**src/rtl/drp_bridge_pkg.sv**
```systemverilog
package drp_bridge_pkg;

  // command word layout (decoded by the port side, so positions are fixed)
  localparam int CMD_GO_BIT    = 29;
  localparam int CMD_RD_BIT    = 28;
  localparam int CMD_ADDR_LSB  = 16;
  localparam int STAT_BUSY_BIT = 16;

  // byte offsets of the mapped words
  localparam logic [7:0] OFF_RUN  = 8'h40;
  localparam logic [7:0] OFF_CMD  = 8'h70;
  localparam logic [7:0] OFF_STAT = 8'h74;

  typedef enum logic [1:0] {
    SEL_ZERO = 2'd0,
    SEL_RUN  = 2'd1,
    SEL_STAT = 2'd2
  } rdSel_t;

  typedef enum logic {
    ST_IDLE = 1'b0,
    ST_WAIT = 1'b1
  } cmdState_t;

  // strobes from control to datapath
  typedef struct packed {
    logic   launch;
    logic   done;
    logic   runWr;
    logic   rdLoad;
    rdSel_t rdSel;
  } ctrlStb_t;

endpackage

```
**src/rtl/drp_bridge_ctrl.sv**
```systemverilog
module drp_bridge_ctrl
  import drp_bridge_pkg::*;
#(
  parameter int ADDR_W = 8
) (
  input  logic              clk,
  input  logic              rstN,
  input  logic              awValid,
  input  logic [ADDR_W-1:0] awAddr,
  input  logic              wValid,
  input  logic              cmdGo,
  output logic              wrAccept,
  output logic              bValid,
  input  logic              bReady,
  input  logic              arValid,
  input  logic [ADDR_W-1:0] arAddr,
  output logic              rdAccept,
  output logic              rValid,
  input  logic              rReady,
  input  logic              drpRdy,
  output logic              busy,
  output ctrlStb_t          stb
);

  cmdState_t state;

  function automatic logic hitOff(input logic [ADDR_W-1:0] a, input logic [7:0] off);
    return (a >> 2) == (ADDR_W'(off) >> 2);
  endfunction

  assign wrAccept = awValid && wValid && !bValid;
  assign rdAccept = arValid && !rValid;
  assign busy     = (state == ST_WAIT);

  always_comb begin
    stb        = '0;
    stb.launch = wrAccept && hitOff(awAddr, OFF_CMD) && cmdGo && (state == ST_IDLE);
    stb.done   = (state == ST_WAIT) && drpRdy;
    stb.runWr  = wrAccept && hitOff(awAddr, OFF_RUN);
    stb.rdLoad = rdAccept;
    if (hitOff(arAddr, OFF_RUN))       stb.rdSel = SEL_RUN;
    else if (hitOff(arAddr, OFF_STAT)) stb.rdSel = SEL_STAT;
    else                               stb.rdSel = SEL_ZERO;
  end

  always_ff @(posedge clk) begin
    if (!rstN) begin
      state <= ST_IDLE;
    end else begin
      case (state)
        ST_IDLE: if (stb.launch) state <= ST_WAIT;
        ST_WAIT: if (drpRdy)     state <= ST_IDLE;
        default:                 state <= ST_IDLE;
      endcase
    end
  end

  always_ff @(posedge clk) begin
    if (!rstN) begin
      bValid <= 1'b0;
      rValid <= 1'b0;
    end else begin
      if (wrAccept)    bValid <= 1'b1;
      else if (bReady) bValid <= 1'b0;
      if (rdAccept)    rValid <= 1'b1;
      else if (rReady) rValid <= 1'b0;
    end
  end

  // busy is set on the edge that accepts a launch
  a_r5_busy_after_launch: assert property (@(posedge clk) disable iff (!rstN)
    stb.launch |=> busy);
  // busy holds until the port answers
  a_r5_busy_holds: assert property (@(posedge clk) disable iff (!rstN)
    (busy && !drpRdy) |=> busy);
  // responses stay up until taken
  a_r10_bvalid_hold: assert property (@(posedge clk) disable iff (!rstN)
    (bValid && !bReady) |=> bValid);
  a_r10_rvalid_hold: assert property (@(posedge clk) disable iff (!rstN)
    (rValid && !rReady) |=> rValid);

endmodule

```
**src/rtl/drp_bridge_dp.sv**
```systemverilog
module drp_bridge_dp
  import drp_bridge_pkg::*;
#(
  parameter int DATA_W = 32,
  parameter int DRP_AW = 7,
  parameter int DRP_DW = 16
) (
  input  logic              clk,
  input  logic              rstN,
  input  ctrlStb_t          stb,
  input  logic              busy,
  input  logic [DATA_W-1:0] wData,
  output logic [DATA_W-1:0] rData,
  output logic              drpEn,
  output logic              drpWe,
  output logic [DRP_AW-1:0] drpAddr,
  output logic [DRP_DW-1:0] drpDi,
  input  logic [DRP_DW-1:0] drpDo,
  output logic              coreRstN,
  output logic              genRun
);

  localparam int RUN_W = 2;

  logic [RUN_W-1:0]  runReg;
  logic              pendRead;
  logic [DRP_DW-1:0] rdHold;
  logic [DATA_W-1:0] rdWord;
  logic              unusedWData;

  assign unusedWData = ^wData;
  assign coreRstN    = runReg[0];
  assign genRun      = runReg[1];

  always_ff @(posedge clk) begin
    if (!rstN) begin
      runReg <= '0;
    end else if (stb.runWr) begin
      runReg <= wData[RUN_W-1:0];
    end
  end

  always_ff @(posedge clk) begin
    if (!rstN) begin
      drpEn    <= 1'b0;
      drpWe    <= 1'b0;
      drpAddr  <= '0;
      drpDi    <= '0;
      pendRead <= 1'b0;
    end else begin
      drpEn <= stb.launch;
      drpWe <= stb.launch && !wData[CMD_RD_BIT];
      if (stb.launch) begin
        drpAddr  <= wData[CMD_ADDR_LSB +: DRP_AW];
        drpDi    <= wData[DRP_DW-1:0];
        pendRead <= wData[CMD_RD_BIT];
      end
    end
  end

  always_ff @(posedge clk) begin
    if (!rstN) begin
      rdHold <= '0;
    end else if (stb.done && pendRead) begin
      rdHold <= drpDo;
    end
  end

  always_comb begin
    rdWord = '0;
    case (stb.rdSel)
      SEL_RUN:  rdWord[RUN_W-1:0] = runReg;
      SEL_STAT: begin
        rdWord[DRP_DW-1:0]    = rdHold;
        rdWord[STAT_BUSY_BIT] = busy;
      end
      default:  rdWord = '0;
    endcase
  end

  always_ff @(posedge clk) begin
    if (!rstN) begin
      rData <= '0;
    end else if (stb.rdLoad) begin
      rData <= rdWord;
    end
  end

  // the port strobe lasts a single cycle
  a_r3_en_pulse: assert property (@(posedge clk) disable iff (!rstN)
    drpEn |=> !drpEn);
  // write strobe only together with the transaction strobe
  a_r4_we_with_en: assert property (@(posedge clk) disable iff (!rstN)
    drpWe |-> drpEn);
  // the command in flight is not disturbed
  a_r7_cmd_stable: assert property (@(posedge clk) disable iff (!rstN)
    busy |=> (!busy || ($stable(drpAddr) && $stable(drpDi))));
  // held read data only changes on a completion
  a_r6_hold_stable: assert property (@(posedge clk) disable iff (!rstN)
    !stb.done |=> $stable(rdHold));

endmodule

```
**src/rtl/drp_bridge.sv**
```systemverilog
module drp_bridge
  import drp_bridge_pkg::*;
#(
  parameter int ADDR_W = 8,
  parameter int DATA_W = 32,
  parameter int DRP_AW = 7,
  parameter int DRP_DW = 16
) (
  input  logic              clk,
  input  logic              rstN,
  input  logic              awValid,
  output logic              awReady,
  input  logic [ADDR_W-1:0] awAddr,
  input  logic              wValid,
  output logic              wReady,
  input  logic [DATA_W-1:0] wData,
  output logic              bValid,
  input  logic              bReady,
  input  logic              arValid,
  output logic              arReady,
  input  logic [ADDR_W-1:0] arAddr,
  output logic              rValid,
  input  logic              rReady,
  output logic [DATA_W-1:0] rData,
  output logic              drpEn,
  output logic              drpWe,
  output logic [DRP_AW-1:0] drpAddr,
  output logic [DRP_DW-1:0] drpDi,
  input  logic [DRP_DW-1:0] drpDo,
  input  logic              drpRdy,
  output logic              coreRstN,
  output logic              genRun
);

  ctrlStb_t stb;
  logic     wrAccept;
  logic     rdAccept;
  logic     busy;

  assign awReady = wrAccept;
  assign wReady  = wrAccept;
  assign arReady = rdAccept;

  drp_bridge_ctrl #(.ADDR_W(ADDR_W)) u_ctrl (
    .clk      (clk),
    .rstN     (rstN),
    .awValid  (awValid),
    .awAddr   (awAddr),
    .wValid   (wValid),
    .cmdGo    (wData[CMD_GO_BIT]),
    .wrAccept (wrAccept),
    .bValid   (bValid),
    .bReady   (bReady),
    .arValid  (arValid),
    .arAddr   (arAddr),
    .rdAccept (rdAccept),
    .rValid   (rValid),
    .rReady   (rReady),
    .drpRdy   (drpRdy),
    .busy     (busy),
    .stb      (stb)
  );

  drp_bridge_dp #(.DATA_W(DATA_W), .DRP_AW(DRP_AW), .DRP_DW(DRP_DW)) u_dp (
    .clk      (clk),
    .rstN     (rstN),
    .stb      (stb),
    .busy     (busy),
    .wData    (wData),
    .rData    (rData),
    .drpEn    (drpEn),
    .drpWe    (drpWe),
    .drpAddr  (drpAddr),
    .drpDi    (drpDi),
    .drpDo    (drpDo),
    .coreRstN (coreRstN),
    .genRun   (genRun)
  );

endmodule

```
**config.mk**
```make
export PLATFORM = sky130hd
export DESIGN_NAME = drp_bridge
export DESIGN_NICKNAME = d
export VERILOG_FILES = /design/src/rtl/drp_bridge_pkg.sv /design/src/rtl/drp_bridge_ctrl.sv /design/src/rtl/drp_bridge_dp.sv /design/src/rtl/drp_bridge.sv
export SDC_FILE = /design/constraint.sdc
export NUM_CORES = 1
export LEC_CHECK = 0
export ABC_AREA = 0
export ABC_CLOCK_PERIOD_IN_PS = 2150
export CORE_ASPECT_RATIO = 1.2
export CORE_UTILIZATION = 35
export CTS_CLUSTER_SIZE = 28
export DETAILED_ROUTE_END_ITERATION = 16
export DONT_BUFFER_PORTS = 1
export PLACE_DENSITY_LB_ADDON = 0.2
export SYNTH_ARGS = -nofsm -noshare
export SYNTH_HDL_FRONTEND = slang
export SYNTH_SLANG_ARGS = --single-unit
```
**constraint.sdc**
```tcl
create_clock -name clk -period 2.15 [get_ports clk]
set_input_delay 0.43 -clock clk [delete_from_list [all_inputs] [get_ports clk]]
set_output_delay 0.43 -clock clk [all_outputs]
set_load 0.02 [all_outputs]
```
# Word level (Yosys, flattened, before mapping)
# Index checks and enable logic that the tools add are counted.
[totals]
regBits = 64
input_bits = 72
output_inout_bits = 64
word_cells = 44
[op_classes]
n_eq_ne = 6
mux = 11
n_bitwise = 1
n_reduce_logical = 15
[ops]
columns = ["cell", "n"]
rows = [
  ["== test 6 x 5 -> 1 bit, second input constant", 4],
  ["2-to-1 mux 15 bit", 1],
  ["logical AND 1 bit", 10],
  ["2-to-1 mux 1 bit", 6],
  ["2-to-1 mux 2 bit", 2],
  ["one-hot mux 2 bit (2 select lines)", 1],
  ["nonzero test 2 bit", 2],
  ["logical NOT 1 bit", 3],
  ["== test 2 x 1 -> 1 bit, second input constant", 1],
  ["== test 2 bit, second input constant", 1],
  ["one-hot mux 1 bit (2 select lines)", 1],
  ["inverter 1 bit", 1],
]

# Longest topological paths before layout
# Gate-level depths: netlist of the first run.
[depth]
ltp_word = 7
mapped_depth = 6
depth_no_buf = 4

# Cells and area by module
# From an unflattened synthesis of the first run, not the netlist that was laid out.
[hier_totals]
cells_unflattened = 279
hier_area_um2 = 2841.5
[by_module_without_submodules]
columns = ["mod", "n_inst", "cells_each", "area_each_um2", "seq_area_each_um2"]
rows = [
  ["drp_bridge_dp", 1, 255, 2635.0, 1221.2],
  ["drp_bridge_ctrl", 1, 23, 198.9, 60.1],
  ["drp_bridge", 1, 1, 7.5, 0.0],
]

# Least setup slack after synthesis of the first run
# Ideal clock, no wire load.
[synth_timing]
kind = "input to register"
start = "input port awAddr[3]"
end = "register u_dp.drpAddr[0]"
setup_time_ns = 0.072
arrival_ns = 1.604
t_required_ns = 2.078
path_slack_ns = 0.474
path_stages = 5
path_buffers = 2
cell_sequence = "or4b_4 nor3_2 buf_6 buf_12 mux2i_1"
[synth_between]
elab_chain_cells = 4
[synth_rtl]
columns = ["item", "line_no", "text"]
rows = [
  ["from (decl)", "drp_bridge.sv:13", "input logic [ADDR_W-1:0] awAddr,"],
  ["== test 6 x 5 -> 1 bit", "drp_bridge_ctrl.sv:28", "return (a >> 2) == (ADDR_W'(off) >> 2);"],
  ["logical AND 1 bit (3 in a row)", "drp_bridge_ctrl.sv:37", "stb.launch = wrAccept && hitOff(awAddr, OFF_CMD) && cmdGo && (state == ST_IDLE);"],
  ["to (signal assigned)", "drp_bridge_dp.sv:54", "drpAddr <= wData[CMD_ADDR_LSB +: DRP_AW];"],
  ["to (decl)", "drp_bridge_dp.sv:16", "output logic [DRP_AW-1:0] drpAddr,"],
]
# No other way between the ends.
# A chain may end at the register's enable or synchronous reset.

# Final worst setup path of the first run
[layout_timing]
start = "register u_ctrl.rValid"
end = "output port arReady"
[layout_between]
elab_chain_cells = 2
[layout_rtl]
columns = ["item", "line_no", "text"]
rows = [
  ["from (decl)", "drp_bridge_ctrl.sv:18", "output logic rValid,"],
  ["from (signal assigned)", "drp_bridge_ctrl.sv:61", "rValid <= 1'b0;"],
  ["from (signal assigned)", "drp_bridge_ctrl.sv:65", "if (rdAccept) rValid <= 1'b1;"],
  ["from (signal assigned)", "drp_bridge_ctrl.sv:66", "else if (rReady) rValid <= 1'b0;"],
  ["logical NOT 1 bit", "drp_bridge_ctrl.sv:32", "assign rdAccept = arValid && !rValid;"],
  ["logical AND 1 bit", "drp_bridge_ctrl.sv:32", ""],
  ["to (decl)", "drp_bridge.sv:20", "output logic arReady,"],
]
# No other way between the ends.

==> results of run 1 <==
routing by layer:
| metal | up-vias | GRT usage, % | routed length, um |
|---|---|---|---|
| met5 | - | 0 | 0 |
| met4 | 0 | 6.07 | 71 |
| met3 | 8 | 7.57 | 622 |
| met2 | 83 | 22.4 | 2580 |
| met1 | 852 | 15.7 | 2290 |
| li1 | 953 | - | - |
cell families after synthesis:
| family | share of synthesized area [%] |
|---|---|
| compound gates | 10.8 |
| buf+inv | 9.30 |
| flops | 47.6 |
| mux | 9.67 |
| other cells | 0.139 |
| simple gates | 22.5 |
sequential cells by signal, summed over array words and instances, names as in the netlist, 2 cells and up:
register	count
u_dp.rData	17
u_dp.drpDi	16
u_dp.rdHold	16
u_dp.drpAddr	7
u_dp.runReg	2
through the flow:
step | instances | hold slack [ns] | total power, mW | area, um^2 | utilization, %
floorplan | 315 | 0.435 | 1.35 | 2740 | -
global placement | 370 | 0.442 | 1.32 | 2650 | 36.1
detailed placement | 370 | 0.447 | 1.32 | 2650 | 36.1
CTS | 386 | 0.201 | 2.48 | 2870 | 39.1
global route | 387 | 0.211 | 2.53 | 2880 | 39.1
finish | 387 | 0.232 | 2.42 | 2880 | 39.1
placed cells by master (no fill, tap or decap), types with 2 or more instances in the layout:
cell / count
a21boi_1: 15
buf_4: 2
clkinv_2: 3
and3_1: 2
clkbuf_8: 10
nand2b_1: 2
a21boi_0: 17
nand4_1: 15
dfxtp_1: 64
a31oi_1: 2
conb_1: 15
nand2_1: 98
nand3_1: 3
bufinv_16: 2
mux2i_1: 26
o21ai_0: 2
a21oi_1: 2
worst reg2reg max path, stage by stage (launching register included):
cell	delay, ns
dfxtp_1	0.39
nand3b_4	0.21
nor3_4	0.31
buf_12	0.24
mux2i_1	0.22
final timing paths:
| kind | from | end | slack [ns] | depth (start not counted) |
|---|---|---|---|---|
| worst max-delay path | u_ctrl.rValid$_SDFFE_PN0P_ | arReady | 0.46 | 2 |
| worst min-delay path | drpDo[11] | u_dp.rdHold[11]$_SDFFE_PN0P_ | 0.23 | 2 |
| worst max register to register | u_ctrl.bValid$_SDFFE_PN0P_ | u_dp.drpDi[5]$_SDFFE_PN0P_ | 0.71 | 4 |
| worst min register to register | u_dp.rdHold[7]$_SDFFE_PN0P_ | u_dp.rdHold[7]$_SDFFE_PN0P_ | 0.46 | 2 |
power groups by stage:
stage | combinational (mW) | sequential (mW) | clock, mW
after detailed placement | 0.0953 | 1.23 | 0
final | 0.0940 | 1.20 | 1.13
after global placement | 0.0944 | 1.23 | 0
after global routing | 0.103 | 1.20 | 1.23
after CTS | 0.0954 | 1.20 | 1.18
after floorplan | 0.122 | 1.23 | 0
area by class of cell:
type                            instances  area (um^2)
Fill cell                             781         4480
Sequential cell                        64         1280
Multi-Input combinational cell        211         1220
Clock buffer                           10          138
Tap cell                               90          113
Clock inverter                          6         82.6
Timing Repair Buffer                    3         35.0
Inverter                                2         7.51
Antenna cell                            1         2.50
==> results.md, run 1 <==
* Crit path buf inv count at 1
* Distinct cell type count after synthesis at 31
* Commonest cells in the netlist: 98 x nand2_1, 64 x dfxtp_1, 26 x mux2i_1
* Yosys top cell by area: dfxtp_1
* First-pass GRT wire length at 8540 um
* CTS tree: built
* Residual DRC at 0
* IO Count at 136
* Ys async rst share at 0%
* P per Cell Area at 843 nW/um^2
* Crit-path slowest cell: dfxtp_1
* Endpoint type of the worst setup path: output pin
* Arr. time, crit path at 1.26 ns
* Drt via density at 4.90
* Slew HR at 53.8%
* GR Util All Layers at 14.3%
* Final hold vios at 0
* Critical path class: register to output pin
* P_leak at 1.02 nW
* WL final at 5560 um
* Hold Crit Class: primary input to register
* Min Tclk post-route at 1.69 ns
* Max_cap viols at 0
* Die height at 98.0 um
* Ys Warns at 0
* Post-cts sizing count at 0
* DRT antenna net count at 0
* RSZ-0062 raised after global routing: false
* Syn Area/Cell at 8.94 um^2
* Share of power burned in registers at 49.6%
* Die Wd at 82.0 um
* Worst VDD drop at 0.295 mV
* Starting Density at 36.6%
* Clock network power share at 46.5%
* Layout cells sized above 1 at 8.45%
* HPWL Detailed at 3670 um
* Max frequency at 593 MHz
* Net Switching at 0.527 mW
* WL/cell at 14.4 um
* P_int at 1.90 mW
* Vias in the first global route at 1821
* CTS Buf Count at 9
* Post-synth top area share at 47.6%
* Final period util at 78.5%
* Largest delay share family, worst path: flip-flops
* Clock transition at the registers of the reported paths at 0.07 ns
* Required @ worst endpoint at 1.72 ns
* Drt initial violations at 66
* Switching Fraction at 21.8%
* Row count at 34
* CTS Hold Bufs at 0
* Area Overhead vs Synth at 6.93%
* Core area at 7360 um^2
* Seq/Total Area, Yosys at 47.6%
* #FFs+latches synth at 64
* Setup Buffers After CTS at 0
* DRT Pass-1 Iters at 4
* Setup Viol. Count Final at 0
* Synth top area cells: dfxtp_1 48%, nand2_1 14%, mux2i_1 9.7%, a21boi_0 4.7%, buf_4 4.5%
* Final slew viol count at 0
* Crit path max fanout at 18
* Cells after Synth at 301
* Mapped Area at 2690 um^2
* Die area at 8040 um^2
* Post-Place Setup Slack at 0.335 ns
* Sinks on Clock Net at 64
* Max H-tree Level at 3
* Post-Route Setup TNS at 0 ns
* Skew-Pair Late Insertion Delay at 0.33 ns
* EDFF count, synth at 0
* Combinational share of power at 3.9%
* Routed vias at 1896
* Setup crit start kind: register
* Fin Clk Skew at 0.00809 ns
* Clk buf depth at 2
* Count leader, synth: nand2_1
* Status: complete, no violations
* Worst Max-Slew Pin Slew at 0.693 ns
* Nets@finish at 363
* Ys flop type: dfxtp_1
* CP Cell Sequence: nand2b_1 > inv_2
* Largest net degree at the start of global routing at 89
* Root Driver: clkbuf_8
* Total gr overflow at 0
* Final worst slack at 0.463 ns
* Delay of the slowest cell on the worst path at 0.39 ns
* Routability congestion estimate at 0.662
* Buffers on Ports at 0
* Number of antenna violations at the first check in global routing at 1
No activity file was read; power rests on OpenSTA's default activity.
==> run 2: changes to the inputs <==
--- a/config.mk
+++ b/config.mk
@@ -6,7 +6,7 @@
 export NUM_CORES = 1
 export LEC_CHECK = 0
 export ABC_AREA = 0
-export ABC_CLOCK_PERIOD_IN_PS = 2150
+export ABC_CLOCK_PERIOD_IN_PS = 1410
 export CORE_ASPECT_RATIO = 1.2
 export CORE_UTILIZATION = 35
 export CTS_CLUSTER_SIZE = 28
==> constraint.sdc (replaced) <==
create_clock -name clk -period 1.41 [get_ports clk]
set_input_delay 0.282 -clock clk [delete_from_list [all_inputs] [get_ports clk]]
set_output_delay 0.282 -clock clk [all_outputs]
set_load 0.02 [all_outputs]
==> run 2 against run 1 <==
Effect of this change:
- core utilization grew 0.94 points
- worst setup slack lost 0.38 ns
- critical path depth is the same
- critical endpoint is now awReady
- largest power group unchanged
==> results.md, run 2 (same netlist as run 1, synthesis figures left out) <==
* Combinational share of power at 4.9% (was 3.9%)
* Final period util at 94.1%
* Critical path class: register to output pin (unchanged)
* Max_cap viols at 0 (unchanged)
* P per Cell Area at 1210 nW/um^2 (was 843 nW/um^2)
* Net Switching at 0.841 mW (was 0.527 mW)
* Vias in the first global route at 1949 (was 1821)
* Setup Viol. Count Final at 0 (unchanged)
* FF/Latch Area at 1280 um^2 (about the same)
* Die Wd at 82.0 um (unchanged)
* Switching Fraction at 23.5% (was 21.8%)
* Fill count at 758 (was 781)
* Core area at 7360 um^2 (unchanged)
* WL/cell at 14.9 um (was 14.4 um)
* Most common cell after layout, fill and taps aside: nand2_1 (unchanged)
* Sinks on Clock Net at 64 (unchanged)
* Root Driver: clkbuf_8 (unchanged)
* Drt via density at 4.92 (was 4.90)
* Total gr overflow at 0 (unchanged)
* P_int at 2.74 mW (was 1.90 mW)
* Routability congestion estimate at 0.684 (was 0.662)
* Nets@finish at 372 (was 363)
* WL final at 5900 um (was 5560 um)
* CP Cell Sequence: nand3b_4 > clkinvlp_4 (was nand2b_1 > inv_2)
* HPWL Detailed at 3810 um (was 3670 um)
* DRT Pass-1 Iters at 4 (unchanged)
* Setup crit start kind: register (unchanged)
* Final hold vios at 0 (unchanged)
* Layout cells sized above 1 at 11.5% (was 8.45%)
* Largest net degree at the start of global routing at 89 (unchanged)
* Routed vias at 1947 (was 1896)
* Drt initial violations at 80 (was 66)
* CTS Hold Bufs at 0 (unchanged)
* Area occupied by multi-input gates at 1220 um^2 (unchanged)
* Share of power burned in registers at 51.0% (was 49.6%)
* Row count at 34 (unchanged)
* WHS at 0.0760 ns (was 0.232 ns)
* Delay of the slowest cell on the worst path at 0.33 ns (was 0.39 ns)
* Starting Density at 36.6% (unchanged)
* Buffers on Ports at 0 (unchanged)
* Most frequent cells in the layout: 98 x nand2_1, 63 x dfxtp_1, 26 x mux2i_1 (was 98 x nand2_1, 64 x dfxtp_1, 26 x mux2i_1)
* Arr. time, crit path at 1.05 ns (was 1.26 ns)
* First-pass GRT wire length at 9340 um (was 8540 um)
* Crit path buf inv count at 1 (unchanged)
* IO Count at 136 (unchanged)
* Crit path max fanout at 4 (was 18)
* Min Tclk post-route at 1.33 ns
* Skew-Pair Late Insertion Delay at 0.33 ns (about the same)
* Reg with most FFs: u_dp.rData (unchanged)
* Clock transition at the registers of the reported paths at 0.07 ns (about the same)
* Clk buf depth at 2 (unchanged)
* Post-Route Setup TNS at 0 ns (unchanged)
* Largest delay share family, worst path: flip-flops (unchanged)
* DRT antenna net count at 0 (unchanged)
* Status: complete, no violations (unchanged)
* Clock network power share at 44.0% (was 46.5%)
* Hold Crit Class: primary input to register (unchanged)
* GR Util All Layers at 15.6% (was 14.3%)
* Endpoint type of the worst setup path: output pin (unchanged)
* Final Util at 40.0% (was 39.1%)
* Required @ worst endpoint at 1.13 ns (was 1.72 ns)
* Area Overhead vs Synth at 9.49% (was 6.93%)
* Residual DRC at 0 (unchanged)
* Number of antenna violations at the first check in global routing at 1 (unchanged)
* Fin Clk Skew at 0.00732 ns (was 0.00809 ns)
* Die area at 8040 um^2 (unchanged)
* CTS Buf Count at 9 (unchanged)
* RSZ-0062 raised after global routing: false (unchanged)
* Die height at 98.0 um (unchanged)
* Final slew viol count at 0 (unchanged)
* CTS tree: built (unchanged)
* Max frequency at 754 MHz
* P_leak at 1.05 nW (was 1.02 nW)
* Crit-path slowest cell: dfxtp_2 (was dfxtp_1)
* Largest regs: u_dp.rData x17, u_dp.drpDi x16, u_dp.rdHold x16 (unchanged)
* Max H-tree Level at 3 (unchanged)
* Worst VDD drop at 0.785 mV (was 0.295 mV)
* Max FFs per register at 17 (unchanged)
run 2: cell types whose count changed in the layout (fill, tap and decap cells not counted), sizes merged:
cell      delta
bufinv       -1
inv          -1
clkbuf       +1
buf          +9
clkinvlp     +1
run 2: layer usage:
metal	part of all wire (%)	wire length, um	global-route usage, %	up-vias
li1	-	-	-	970
met1	42	2470	17.8	886
met4	1.5	87	8.10	0
met3	9.2	544	6.07	9
met2	47	2800	24.7	82
met5	0	0	0	-
run 2: path summary, 6_finish.rpt:
check	slack, ns	end	startpoint	cells past startpoint
worst max-delay path	0.08	awReady	u_ctrl.bValid$_SDFFE_PN0P_	2
worst min register to register	0.46	u_dp.rdHold[13]$_SDFFE_PN0P_	u_dp.rdHold[13]$_SDFFE_PN0P_	2
worst min-delay path	0.08	u_dp.rdHold[14]$_SDFFE_PN0P_	drpDo[14]	2
worst max register to register	0.13	u_dp.runReg[0]$_SDFFE_PN0P_	u_ctrl.bValid$_SDFFE_PN0P_	3
run 2: metrics by stage:
| stage | setup slack (ns) | power, mW | instance area [um^2] | std cells |
|---|---|---|---|---|
| global route | 0.00586 | 3.73 | 2950 | 396 |
| CTS | 0.0374 | 3.64 | 2940 | 395 |
| finish | 0.0830 | 3.58 | 2950 | 396 |
| floorplan | -0.0742 | 2.06 | 2750 | 315 |
| global placement | -0.125 | 2.04 | 2730 | 378 |
| detailed placement | -0.146 | 2.04 | 2730 | 378 |
run 2: power by group through the flow:
stage,Combinational [mW],Clock (mW),Sequential [mW]
2_1_floorplan,0.187,0,1.87
3_3_place_gp,0.169,0,1.87
3_5_place_dp,0.172,0,1.87
4_1_cts,0.180,1.63,1.83
5_1_grt,0.193,1.71,1.83
6_report,0.177,1.58,1.83
run 2: area by class of cell:
class / count / area share [%]
timing repair buffer: 12 / 4.04
tap: 90 / 3.82
clock buffer: 11 / 4.80
multi-input combinational: 211 / 41.3
antenna: 1 / 0.0850
clock inverter: 5 / 1.91
sequential: 64 / 43.5
inverter: 2 / 0.467
run 2: what timing repair did:
item | in CTS | in global routing
setup buffers | 1 | 0
endpoints found under the setup margin | 3 | 7
gates resized for setup | 2 | 2
pin swaps | 0 | 0
